[src/rtl/trap_pkg.sv]
package trap_pkg;
  localparam logic [4:0] REG_BADVA  = 5'd8;
  localparam logic [4:0] REG_STATUS = 5'd12;
  localparam logic [4:0] REG_CAUSE  = 5'd13;
  localparam logic [4:0] REG_EPC    = 5'd14;

  localparam int ST_IE   = 0;
  localparam int ST_EXL  = 1;
  localparam int ST_UM   = 4;
  localparam int IRQ_LO  = 8;
  localparam int CA_CODE = 2;
  localparam int CA_BD   = 31;
  localparam int CODE_W  = 5;

  typedef enum logic [CODE_W-1:0] {
    EXC_INT     = 5'd0,
    EXC_ADR_LD  = 5'd4,
    EXC_ADR_ST  = 5'd5,
    EXC_BUS_IF  = 5'd6,
    EXC_BUS_DAT = 5'd7,
    EXC_SYS     = 5'd8,
    EXC_BRK     = 5'd9,
    EXC_RSVD    = 5'd10,
    EXC_OVF     = 5'd12,
    EXC_TRAP    = 5'd13
  } exc_code_e;
endpackage

[src/rtl/trap_arbiter.sv]
module trap_arbiter
  import trap_pkg::*;
#(
  parameter int NIRQ = 8
) (
  input  logic              exc_valid_i,
  input  logic [CODE_W-1:0] exc_code_i,
  input  logic [NIRQ-1:0]   pend_i,
  input  logic [NIRQ-1:0]   mask_i,
  input  logic              ie_i,
  input  logic              exl_i,
  output logic              take_o,
  output logic [CODE_W-1:0] code_o
);
  logic irq_ok;

  always_comb begin
    irq_ok = (|(pend_i & mask_i)) & ie_i & ~exl_i;
    take_o = exc_valid_i | irq_ok;
    code_o = exc_valid_i ? exc_code_i : EXC_INT;
  end
endmodule

[src/rtl/trap_status_reg.sv]
module trap_status_reg
  import trap_pkg::*;
#(
  parameter int DATA_W = 32,
  parameter int NIRQ   = 8
) (
  input  logic              clk_i,
  input  logic              rst_ni,
  input  logic              wr_en_i,
  input  logic [DATA_W-1:0] wr_data_i,
  input  logic              take_i,
  input  logic              eret_i,
  output logic [DATA_W-1:0] status_o
);
  localparam logic [DATA_W-1:0] WMASK =
      (DATA_W'({NIRQ{1'b1}}) << IRQ_LO) |
      (DATA_W'(1) << ST_UM) | (DATA_W'(1) << ST_EXL) | (DATA_W'(1) << ST_IE);

  logic [DATA_W-1:0] status_q, status_d;

  always_comb begin
    status_d = status_q;
    if (wr_en_i) status_d = wr_data_i & WMASK;
    if (eret_i) status_d[ST_EXL] = 1'b0;
    if (take_i) begin
      status_d[ST_EXL] = 1'b1;
      status_d[ST_UM]  = 1'b0;
    end
  end

  always_ff @(posedge clk_i or negedge rst_ni) begin
    if (!rst_ni) status_q <= '0;
    else         status_q <= status_d;
  end

  assign status_o = status_q;
endmodule

[src/rtl/trap_capture.sv]
module trap_capture
  import trap_pkg::*;
#(
  parameter int DATA_W = 32,
  parameter int NIRQ   = 8
) (
  input  logic              clk_i,
  input  logic              rst_ni,
  input  logic [NIRQ-1:0]   irq_i,
  input  logic              take_i,
  input  logic [CODE_W-1:0] code_i,
  input  logic              exl_i,
  input  logic [DATA_W-1:0] pc_i,
  input  logic              bd_i,
  input  logic [DATA_W-1:0] bad_addr_i,
  input  logic              epc_wr_i,
  input  logic [DATA_W-1:0] wr_data_i,
  output logic [DATA_W-1:0] cause_o,
  output logic [DATA_W-1:0] epc_o,
  output logic [DATA_W-1:0] badva_o
);
  logic [NIRQ-1:0]   pend_q;
  logic [CODE_W-1:0] code_q;
  logic              bd_q;
  logic [DATA_W-1:0] epc_q, badva_q;
  logic              addr_err;

  assign addr_err = (code_i == EXC_ADR_LD) || (code_i == EXC_ADR_ST);

  always_ff @(posedge clk_i or negedge rst_ni) begin
    if (!rst_ni) begin
      pend_q  <= '0;
      code_q  <= '0;
      bd_q    <= 1'b0;
      epc_q   <= '0;
      badva_q <= '0;
    end else begin
      pend_q <= irq_i;
      if (take_i) begin
        code_q <= code_i;
        if (addr_err) badva_q <= bad_addr_i;
      end
      // nested trap keeps the first restart point
      if (take_i && !exl_i) begin
        bd_q  <= bd_i;
        epc_q <= bd_i ? pc_i - DATA_W'(4) : pc_i;
      end else if (epc_wr_i) begin
        epc_q <= wr_data_i;
      end
    end
  end

  always_comb begin
    cause_o                   = '0;
    cause_o[CA_BD]            = bd_q;
    cause_o[IRQ_LO +: NIRQ]   = pend_q;
    cause_o[CA_CODE +: CODE_W] = code_q;
  end

  assign epc_o   = epc_q;
  assign badva_o = badva_q;
endmodule

[src/rtl/trap_ctrl.sv]
module trap_ctrl
  import trap_pkg::*;
#(
  parameter int DATA_W = 32,
  parameter int NIRQ   = 8,
  parameter int RA_W   = 5
) (
  input  logic              clk_i,
  input  logic              rst_ni,
  input  logic [NIRQ-1:0]   irq_i,
  input  logic [RA_W-1:0]   rd_addr_i,
  output logic [DATA_W-1:0] rd_data_o,
  input  logic              wr_en_i,
  input  logic [RA_W-1:0]   wr_addr_i,
  input  logic [DATA_W-1:0] wr_data_i,
  input  logic              exc_valid_i,
  input  logic [CODE_W-1:0] exc_code_i,
  input  logic [DATA_W-1:0] commit_pc_i,
  input  logic              commit_bd_i,
  input  logic [DATA_W-1:0] exc_bad_addr_i,
  input  logic              eret_i,
  output logic              trap_o,
  output logic [CODE_W-1:0] trap_code_o
);
  logic [DATA_W-1:0] status_q, cause_q, epc_q, badva_q;
  logic              take;
  logic [CODE_W-1:0] take_code;
  logic              st_wr, epc_wr;

  assign st_wr  = wr_en_i && (wr_addr_i == RA_W'(REG_STATUS));
  assign epc_wr = wr_en_i && (wr_addr_i == RA_W'(REG_EPC));

  trap_arbiter #(.NIRQ(NIRQ)) u_arb (
    .exc_valid_i (exc_valid_i),
    .exc_code_i  (exc_code_i),
    .pend_i      (cause_q[IRQ_LO +: NIRQ]),
    .mask_i      (status_q[IRQ_LO +: NIRQ]),
    .ie_i        (status_q[ST_IE]),
    .exl_i       (status_q[ST_EXL]),
    .take_o      (take),
    .code_o      (take_code)
  );

  trap_status_reg #(.DATA_W(DATA_W), .NIRQ(NIRQ)) u_status (
    .clk_i     (clk_i),
    .rst_ni    (rst_ni),
    .wr_en_i   (st_wr),
    .wr_data_i (wr_data_i),
    .take_i    (take),
    .eret_i    (eret_i),
    .status_o  (status_q)
  );

  trap_capture #(.DATA_W(DATA_W), .NIRQ(NIRQ)) u_capture (
    .clk_i      (clk_i),
    .rst_ni     (rst_ni),
    .irq_i      (irq_i),
    .take_i     (take),
    .code_i     (take_code),
    .exl_i      (status_q[ST_EXL]),
    .pc_i       (commit_pc_i),
    .bd_i       (commit_bd_i),
    .bad_addr_i (exc_bad_addr_i),
    .epc_wr_i   (epc_wr),
    .wr_data_i  (wr_data_i),
    .cause_o    (cause_q),
    .epc_o      (epc_q),
    .badva_o    (badva_q)
  );

  always_comb begin
    case (rd_addr_i)
      RA_W'(REG_BADVA):  rd_data_o = badva_q;
      RA_W'(REG_STATUS): rd_data_o = status_q;
      RA_W'(REG_CAUSE):  rd_data_o = cause_q;
      RA_W'(REG_EPC):    rd_data_o = epc_q;
      default:           rd_data_o = '0;
    endcase
  end

  assign trap_o      = take;
  assign trap_code_o = take_code;
endmodule

[config.mk]
export PLATFORM = sky130hd
export DESIGN_NAME = trap_ctrl
export DESIGN_NICKNAME = d
export VERILOG_FILES = /design/src/rtl/trap_pkg.sv /design/src/rtl/trap_arbiter.sv /design/src/rtl/trap_status_reg.sv /design/src/rtl/trap_capture.sv /design/src/rtl/trap_ctrl.sv
export SDC_FILE = /design/constraint.sdc
export NUM_CORES = 1
export LEC_CHECK = 0
export ABC_CLOCK_PERIOD_IN_PS = 2600
export BUFFER_PORTS_ARGS = -buffer_cell sky130_fd_sc_hd__buf_2
export CAP_MARGIN = 0
export CORE_MARGIN = 1
export CORE_UTILIZATION = 25
export CTS_CLUSTER_SIZE = 24
export DETAILED_ROUTE_END_ITERATION = 8
export SYNTH_ARGS = -nofsm -noshare
export SYNTH_HDL_FRONTEND = slang
export SYNTH_HIERARCHICAL = 1
export SYNTH_SLANG_ARGS = --single-unit
[constraint.sdc]
create_clock -name clk_i -period 2.6 [get_ports clk_i]
set_input_delay 0.39 -clock clk_i [delete_from_list [all_inputs] [get_ports clk_i]]
set_output_delay 0.39 -clock clk_i [all_outputs]
set_load 0.05 [all_outputs]
==> results of run 1 <==
-- critical path, cell delays in order (launching register included) --
cell     delay [ns]
dfrtp_1        0.38
a22oi_1        0.11
nand4_1        0.13
a31o_1         0.18
nor2b_4        0.92
buf_4          0.29
o21ai_0        0.09
-- path summary, 6_finish.rpt --
path                                                   endpoint  cells past startpoint
worst min-delay path             u_capture/epc_o[2]$_DFFE_PN0P_                      1
worst min register to register       u_capture/bd_q$_DFFE_PN0P_                      2
worst max register to register   u_capture/epc_o[3]$_DFFE_PN0P_                      6
worst max-delay path             u_capture/epc_o[3]$_DFFE_PN0P_                      6
min in group clk_i                u_capture/pend_q[5]$_DFF_PN0_                      1
max in group asynchronous       u_capture/epc_o[23]$_DFFE_PN0P_                      2
-- synthesized netlist by cell type (6+ instances only) --
cell type,number
buf_1,6
mux2_2,14
o22ai_2,10
dfrtp_1,89
buf_2,10
buf_4,47
o22ai_1,21
a22oi_1,34
mux2i_1,41
a21oi_1,24
xor2_1,12
nor4_1,6
o21ai_0,7
clkbuf_1,9
xnor2_1,17
nor2b_1,26
a211oi_1,24
nand2_1,23
nor2_1,16
mux2_1,32
-- placed cells by master, fill, tap and decap left out, drive strengths merged, types with 2 or more instances in the layout --
cell type,netlist,layout
buf,65,177
dfrtp,89,89
mux2,46,46
mux2i,41,41
conb,2,39
a22oi,35,35
o22ai,31,31
nor2b,27,27
a211oi,24,24
a21oi,24,24
nand2,23,23
xnor2,17,17
nor2,16,16
xor2,12,12
clkbuf,11,10
nor4,9,9
o21ai,8,8
nor3,8,8
nand4,6,6
inv,5,5
and2,5,5
clkinv,0,4
nand3,4,4
or3,4,4
nor4b,3,3
nand4b,2,2
and4bb,2,2
nand2b,2,2
-- power groups by stage --
stage	combinational [mW]	clock, mW	sequential [mW]
after floorplan	0.667	0	1.77
after detailed placement	0.911	0	1.86
final	0.904	1.31	1.82
after global placement	0.897	0	1.85
after CTS	0.917	1.35	1.83
after global routing	1.00	1.42	1.86
-- final cells by class --
cell class	instances	area [sq um]
inverters	5	18.77
clock inverters	6	57.56
repair buffers	177	993.5
flip-flops and latches	89	2227
well taps	280	350.3
clock buffers	10	239.0
fillers	2327	14960
multi-input cells	398	2978
diodes	1	2.502
-- metal layers --
| metal | vias up | GRT usage [%] | share of wire, % | wire length (microns) |
|---|---|---|---|---|
| li1 | 2174 | - | - | - |
| met1 | 2120 | 19.37 | 42 | 7254 |
| met2 | 139 | 27.33 | 50 | 8672 |
| met3 | 15 | 4.729 | 7.1 | 1227 |
| met4 | 2 | 3.200 | 1.2 | 206 |
| met5 | - | 0 | 0.063 | 11 |
-- cells by family after synthesis --
kind of cell             count (synthesis)
AND/OR/NAND/NOR                        115
adder cells (fa/ha/maj)                  1
AO/OA/AOI/OAI                          127
other                                    2
multiplexers                            87
XOR/XNOR                                29
buffers and inverters                   81
flip-flops                              89
-- sequential cells by signal, indices dropped and copies added, names as in the netlist --
| signal | flops |
|---|---|
| u_capture/badva_o | 32 |
| u_capture/bd_q | 1 |
| u_capture/code_q | 5 |
| u_capture/epc_o | 32 |
| u_capture/pend_q | 8 |
| u_status/status_o | 11 |
==> impl_metrics.py, run 1 <==
metrics = {
    "detailed_routing": {
        "drc": 0,
        "ant_nets": 0,
        "viasPerCell": 4.607,
        "routedWlPerCell_microns": 17.98,
        "drt_pass1_iterations": 6,
        "wl_microns": 17370,
        "vias": 4450,
        "drtIter0Drc": 225,
    },
    "yosys": {
        "yosys.area.top_type_share_pct": 40.03,
        "synth-edff-count": 0,
        "synthSimpleGateAreaFrac_pct": 12.80,
        "yosys_warnings": 6,
        "yosysSeqAreaShare_pct": 40.03,
        "syn_inst": 531,
        "ys_types": 50,
        "ys.flop_type": "dfrtp_1",
        "muxShareOfSynthArea_pct": 16.69,
        "synth-seq-cells": 89,
        "ys_async_sr_fraction_pct": 100.0,
        "netlist_area_sq_um": 5564,
        "synth_compound_gate_area_share_pct": 16.30,
        "synthTopCellsByArea": "dfrtp_1, mux2i_1, mux2_1",
        "synth_top_area_cell": "dfrtp_1",
        "avgSynthCellArea_sq_um": 10.48,
        "synthXorXnorAreaFrac_pct": 4.565,
        "synth_top_family_by_area": "multiplexers",
        "synth-adder-area-share_pct": 0.2249,
    },
    "min_path": {
        "hold_path_class": "in -> async",
    },
    "worst_setup_path": {
        "cp-end-kind": "flip-flop",
        "critical_path_class": "reg -> reg",
        "r2r-start": "u_status/status_o[11]$_DFFE_PN0P_",
        "start_kind": "flip-flop",
        "crit_required_ns": 2.82,
        "path_max_fanout": 54,
        "crit_start": "u_status/status_o[11]$_DFFE_PN0P_",
        "worstPathArrival_ns": 2.48,
        "r2r_setup_slack_ns": 0.34,
    },
    "placed_design": {
        "dpl_cell_area_sq_um": 6568,
        "place_ws_ns": 0.3563,
        "hpwlAfterDp_microns": 13700,
        "gp_congestion": 0.8508,
        "numPortBuffers": 162,
        "dp.cells": 949,
    },
    "clocking": {
        "post_cts_buffers": 0,
        "cts_inserted_buffers": 9,
        "cts_root_buffer": "clkbuf_16",
        "cts_hold_buf": 0,
        "cts.sinks": 89,
        "htree_levels": 3,
        "clkLatencyLatePin_ns": 0.35,
        "cts_resized": 0,
        "cts_tree": "yes",
        "clk_pin_slew_ns": 0.07,
        "cts_buffer_depth": 2,
    },
    "cells_and_area": {
        "final_cell_count_no_fill": 966,
        "syn_to_final_growth_pct": 23.41,
        "nets": 806,
        "design_area_sq_um": 6867,
        "drive_gt1_share_pct": 33.72,
        "final_core_util_pct": 31.46,
    },
    "global_routing": {
        "grt_use_total_pct": 15.84,
        "overflow": 0,
        "antenna_found_initial": 2,
        "grt_max_degree": 57,
        "grt_pass1_vias": 4591,
        "grt_pass1_wl_microns": 26430,
    },
    "pwr": {
        "p_per_area_nw_per_um2": 587.9,
        "power.leakage_nw": 3.033,
        "pwr-share-seq_pct": 45.2,
        "netSwitchingFraction_pct": 29.81,
        "p_int_mw": 2.834,
        "power_frac_comb_pct": 22.4,
        "power.switching_mw": 1.203,
        "vdd_drop_max_uv": 317.4,
        "power.total_mw": 4.037,
        "clockPowerShare_pct": 32.4,
    },
    "floorplan": {
        "io_pins": 163,
        "core_area_sq_um": 21820,
        "die_x_microns": 151.2,
        "fp-row-count": 54,
        "die_y_microns": 151.2,
        "start_util_pct": 25.50,
        "fp.dieArea_sq_um": 22860,
    },
    "sta": {
        "slew_headroom_pct": 23.66,
        "drv_slew": 0,
        "fin_skew_ns": 0.01175,
        "finalSetupViolCount": 0,
        "tns_ns": 0,
        "min_period_ns": 2.257,
        "hold_ws_ns": 0.04046,
        "rsz0062_at_grt": "false",
        "timing.fmax_mhz": 443.1,
        "worst_pin_slew_ns": 1.143,
        "hold_violations": 0,
        "setup_ws_ns": 0.3431,
        "period_share_pct": 86.81,
    },
    "run_status": {
        "outcome": "completed",
    },
    "run": {
        "cap_viol_max_count": 0,
    },
}
Note: power is estimated with default switching activity, not from simulation.
==> inputs of run 2 (changes only) <==
RECOVER_POWER = 25   (was default)
REMOVE_ABC_BUFFERS = 1   (was default)
==> impl_metrics.py, run 2 (synthesis results as in run 1) <==
metrics = {
    "run_status": {
        "outcome": "completed",
    },
    "global_routing": {
        "overflow": 0,
        "grt_pass1_wl_microns": 24970,
        "antenna_found_initial": 0,
        "grt_use_total_pct": 14.88,
        "grt_max_degree": 57,
        "grt_pass1_vias": 4445,
    },
    "worst_setup_path": {
        "critical_path_class": "reg -> out",
        "crit_chain": "a22oi_1 > nand4_1 > a31o_1 > buf_2",
        "crit_end": "trap_o",
        "r2r-start": "u_status/status_o[11]$_DFFE_PN0P_",
        "r2r_setup_slack_ns": 0.43,
        "crit_required_ns": 2.21,
        "crit_start": "u_status/status_o[11]$_DFFE_PN0P_",
        "worst-path-buf-inv": 1,
        "cp-end-kind": "output pin",
        "cp_top_family": "compound AO/OA/AOI/OAI gates",
        "cp.depth": 4,
        "worstPathArrival_ns": 1.92,
        "rr_endpoint": "u_capture/epc_o[20]$_DFFE_PN0P_",
        "start_kind": "flip-flop",
        "crit_slowest_cell": "a31o_1",
        "reg2reg_depth": 7,
        "slowest_delay_ns": 0.42,
        "path_max_fanout": 11,
    },
    "clocking": {
        "cts_buffer_depth": 2,
        "cts_root_buffer": "clkbuf_16",
        "clkLatencyLatePin_ns": 0.35,
        "post_cts_buffers": 0,
        "cts_hold_buf": 0,
        "cts_tree": "yes",
        "cts_resized": 0,
        "htree_levels": 3,
        "clk_pin_slew_ns": 0.07,
        "cts.sinks": 89,
        "cts_inserted_buffers": 9,
    },
    "placed_design": {
        "gp_congestion": 0.7872,
        "numPortBuffers": 162,
        "hpwlAfterDp_microns": 12490,
        "place_ws_ns": 0.4367,
    },
    "pwr": {
        "power_frac_comb_pct": 22.0,
        "p_per_area_nw_per_um2": 591.6,
        "netSwitchingFraction_pct": 29.81,
        "clockPowerShare_pct": 33.5,
        "vdd_drop_max_uv": 335.6,
        "power.switching_mw": 1.204,
        "p_int_mw": 2.835,
        "pwr-share-seq_pct": 44.5,
        "power.leakage_nw": 3.008,
    },
    "detailed_routing": {
        "vias": 4414,
        "drc": 0,
        "viasPerCell": 4.593,
        "ant_nets": 0,
        "wl_microns": 16490,
        "drtIter0Drc": 205,
        "routedWlPerCell_microns": 17.16,
        "drt_pass1_iterations": 4,
    },
    "cells_and_area": {
        "drive_gt1_share_pct": 33.48,
        "mostFrequentLayoutCells": "buf_2, dfrtp_1, mux2i_1, conb_1, a22oi_1",
        "final_common_cell": "buf_2",
        "regArea_sq_um": 2227,
        "diodes": 0,
        "final_core_util_pct": 31.28,
        "nets": 803,
        "fillers": 2266,
        "multi_input_area_sq_um": 2980,
        "syn_to_final_growth_pct": 22.69,
    },
    "floorplan": {
        "core_area_sq_um": 21820,
        "start_util_pct": 25.50,
        "die_y_microns": 151.2,
        "io_pins": 163,
        "fp-row-count": 54,
        "fp.dieArea_sq_um": 22860,
        "die_x_microns": 151.2,
    },
    "sta": {
        "finalSetupViolCount": 0,
        "hold_violations": 0,
        "rsz0062_at_grt": "false",
        "min_period_ns": 2.315,
        "worst_pin_slew_ns": 1.171,
        "period_share_pct": 89.03,
        "setup_ws_ns": 0.2852,
        "drv_slew": 0,
        "tns_ns": 0,
        "fin_skew_ns": 0.01300,
        "slew_headroom_pct": 21.94,
        "timing.fmax_mhz": 432.0,
    },
    "min_path": {
        "worstHoldPathCells": 1,
        "hold_path_class": "in -> reg",
        "hold_start": "irq_i[6]",
    },
    "run": {
        "cap_viol_max_count": 0,
    },
}
-- run 2: power groups by stage --
stage | clock [mW] | sequential (mW) | combinational, mW
2_1_floorplan | 0 | 1.77 | 0.597
3_3_place_gp | 0 | 1.82 | 0.879
3_5_place_dp | 0 | 1.82 | 0.899
4_1_cts | 1.40 | 1.80 | 0.904
5_1_grt | 1.47 | 1.83 | 0.985
6_report | 1.35 | 1.80 | 0.887
-- run 2: worst min-delay path by stage --
stage,end
3_3_place_gp,u_capture/badva_o[6]$_DFFE_PN0P_
2_1_floorplan,u_capture/badva_o[0]$_DFFE_PN0P_
4_1_cts,u_capture/badva_o[6]$_DFFE_PN0P_
3_5_place_dp,u_capture/badva_o[6]$_DFFE_PN0P_
6_report,u_capture/pend_q[6]$_DFF_PN0_
5_1_grt,u_capture/pend_q[1]$_DFF_PN0_
-- run 2: worst reg2reg max path, stage by stage (launching register included) --
cell      delay, ns
dfrtp_1        0.41
a22oi_1        0.26
nand4_1        0.19
a31o_1         0.42
nor2b_4        0.21
buf_12         0.17
a211oi_1       0.31
a21oi_1        0.07
-- run 2: cell type report --
type                       count  share of cell area [%]
multi-input combinational    398                   43.66
inverter                       5                  0.2749
clock buffer                  10                   3.501
sequential                    89                   32.62
timing repair buffer         174                   13.89
clock inverter                 5                  0.9164
tap                          280                   5.132
-- run 2: metal layers --
metal / global-route usage [%] / part of all wire [%]
met5: 0 / 0
met2: 25.14 / 50
met1: 18.83 / 45
met3: 2.982 / 3.8
met4: 4.900 / 1.3
-- run 2: through the flow --
step | power [mW] | area, sq um | hold WS (ns) | std cells
2_1_floorplan | 2.372 | 5206 | 0.09441 | 492
3_3_place_gp | 2.695 | 6543 | 0.4424 | 946
3_5_place_dp | 2.723 | 6543 | 0.4423 | 946
4_1_cts | 4.107 | 6844 | 0.05521 | 961
5_1_grt | 4.285 | 6827 | 0.1149 | 961
6_report | 4.039 | 6827 | 0.1350 | 961
==> inputs of run 3 (changes only) <==
ABC_CLOCK_PERIOD_IN_PS = 2940   (was 2600)
clock period = 2.94 ns   (was 2.6 ns; I/O delays follow)
==> impl_metrics.py, run 3 (synthesis results as in run 1) <==
metrics = {
    "sta": {
        "timing.fmax_mhz": 443.4,
        "slew_headroom_pct": -57.10,
        "drv_slew": 41,
        "fin_skew_ns": 0.003799,
        "worst_pin_slew_ns": 2.357,
        "period_share_pct": 76.72,
        "hold_violations": 0,
        "finalSetupViolCount": 0,
        "rsz0062_at_grt": "false",
        "min_period_ns": 2.255,
    },
    "detailed_routing": {
        "routedWlPerCell_microns": 16.89,
        "drt_pass1_iterations": 4,
        "vias": 4423,
        "drtIter0Drc": 190,
        "viasPerCell": 4.574,
        "wl_microns": 16340,
        "ant_nets": 0,
        "drc": 0,
    },
    "global_routing": {
        "overflow": 0,
        "grt_pass1_wl_microns": 24980,
        "antenna_found_initial": 0,
        "grt_use_total_pct": 14.86,
        "grt_pass1_vias": 4434,
        "grt_max_degree": 50,
    },
    "clocking": {
        "htree_levels": 3,
        "cts_buffer_depth": 2,
        "cts_resized": 0,
        "post_cts_buffers": 0,
        "cts_tree": "yes",
        "cts_root_buffer": "clkbuf_16",
        "clkLatencyLatePin_ns": 0.34,
        "cts.sinks": 89,
        "cts_hold_buf": 0,
        "cts_inserted_buffers": 9,
        "clk_pin_slew_ns": 0.06,
    },
    "run_status": {
        "violations": "capacitance limit, slew limit",
        "outcome": "complete, but fails checks",
    },
    "floorplan": {
        "fp.dieArea_sq_um": 22860,
        "start_util_pct": 25.50,
        "core_area_sq_um": 21820,
        "die_x_microns": 151.2,
        "die_y_microns": 151.2,
        "fp-row-count": 54,
        "io_pins": 163,
    },
    "worst_setup_path": {
        "cp-end-kind": "output pin",
        "crit_required_ns": 2.50,
        "path_max_fanout": 10,
        "start_kind": "flip-flop",
        "worstPathArrival_ns": 1.81,
        "critical_path_class": "reg -> out",
    },
    "placed_design": {
        "numPortBuffers": 162,
        "gp_congestion": 0.7930,
        "hpwlAfterDp_microns": 12760,
        "dp.cells": 951,
    },
    "cells_and_area": {
        "drive_gt1_share_pct": 33.67,
        "nets": 808,
        "mostFrequentLayoutCells": "buf_2, dfrtp_1, mux2i_1, conb_1, a22oi_1",
        "fillers": 2287,
        "syn_to_final_growth_pct": 22.60,
        "final_cell_count_no_fill": 967,
        "final_common_cell": "buf_2",
    },
    "run": {
        "cap_viol_max_count": 1,
    },
    "min_path": {
        "hold_path_class": "in -> reg",
    },
    "pwr": {
        "vdd_drop_max_uv": 233.9,
        "p_per_area_nw_per_um2": 511.2,
        "power.total_mw": 3.487,
        "power.leakage_nw": 3.022,
    },
}
-- run 3: worst paths after layout --
kind,start,endpoint,slack (ns),cells after the start
hold / removal,irq_i[7],u_capture/pend_q[7]$_DFF_PN0_,0.20,1
hold reg to reg,u_capture/badva_o[31]$_DFFE_PN0P_,u_capture/badva_o[31]$_DFFE_PN0P_,0.49,1
setup reg to reg,u_status/status_o[10]$_DFFE_PN0P_,u_capture/epc_o[24]$_DFFE_PN0P_,0.70,7
min in group asynchronous,rst_ni,u_capture/code_q[4]$_DFFE_PN0P_,0.80,1
setup / recovery,u_status/status_o[10]$_DFFE_PN0P_,trap_o,0.68,5
max in group asynchronous,rst_ni,u_capture/badva_o[30]$_DFFE_PN0P_,0.78,1
-- run 3: cell type report --
type	count	area [sq um]	share of cell area (%)
clock inverter	3	15.01	0.2201
clock buffer	12	266.5	3.907
multi-input combinational	398	2980	43.69
inverter	5	18.77	0.2751
timing repair buffer	179	960.9	14.09
antenna	1	2.502	0.03668
sequential	89	2227	32.65
tap	280	350.3	5.136
-- run 3: per-stage QoR --
step / setup WS [ns] / hold WS (ns) / utilization (%) / setup TNS [ns] / instance area, sq um
global placement: 0.7604 / 0.4652 / 29.98 / 0 / 6543
detailed placement: 0.7690 / 0.4802 / 29.98 / 0 / 6543
global route: 0.2862 / 0.1832 / 31.25 / 0 / 6819
floorplan: -1.802 / 0.1454 / - / -57.35 / 5206
CTS: 0.6597 / 0.1037 / 31.27 / 0 / 6824
finish: 0.6845 / 0.2003 / 31.26 / 0 / 6822
-- run 3: worst max-delay path, stage by stage (launching register included) --
cell     delay [ns]
dfrtp_1        0.39
a22oi_1        0.23
nand4_1        0.18
a31o_1         0.27
buf_4          0.18
buf_2          0.22
-- run 3: per-layer routing --
| layer | vias up | global-route usage, % | share of wire, % |
|---|---|---|---|
| met1 | 2101 | 19.75 | 47 |
| li1 | 2176 | - | - |
| met5 | - | 0 | 0 |
| met4 | 0 | 5.250 | 1.6 |
| met3 | 19 | 2.470 | 4.3 |
| met2 | 127 | 24.18 | 48 |
-- run 3: power by group --
| group | internal (mW) | switching (mW) |
|---|---|---|
| Combinational | 0.365 | 0.425 |
| Sequential | 1.46 | 0.127 |
| Clock | 0.633 | 0.475 |
| Total | 2.46 | 1.03 |
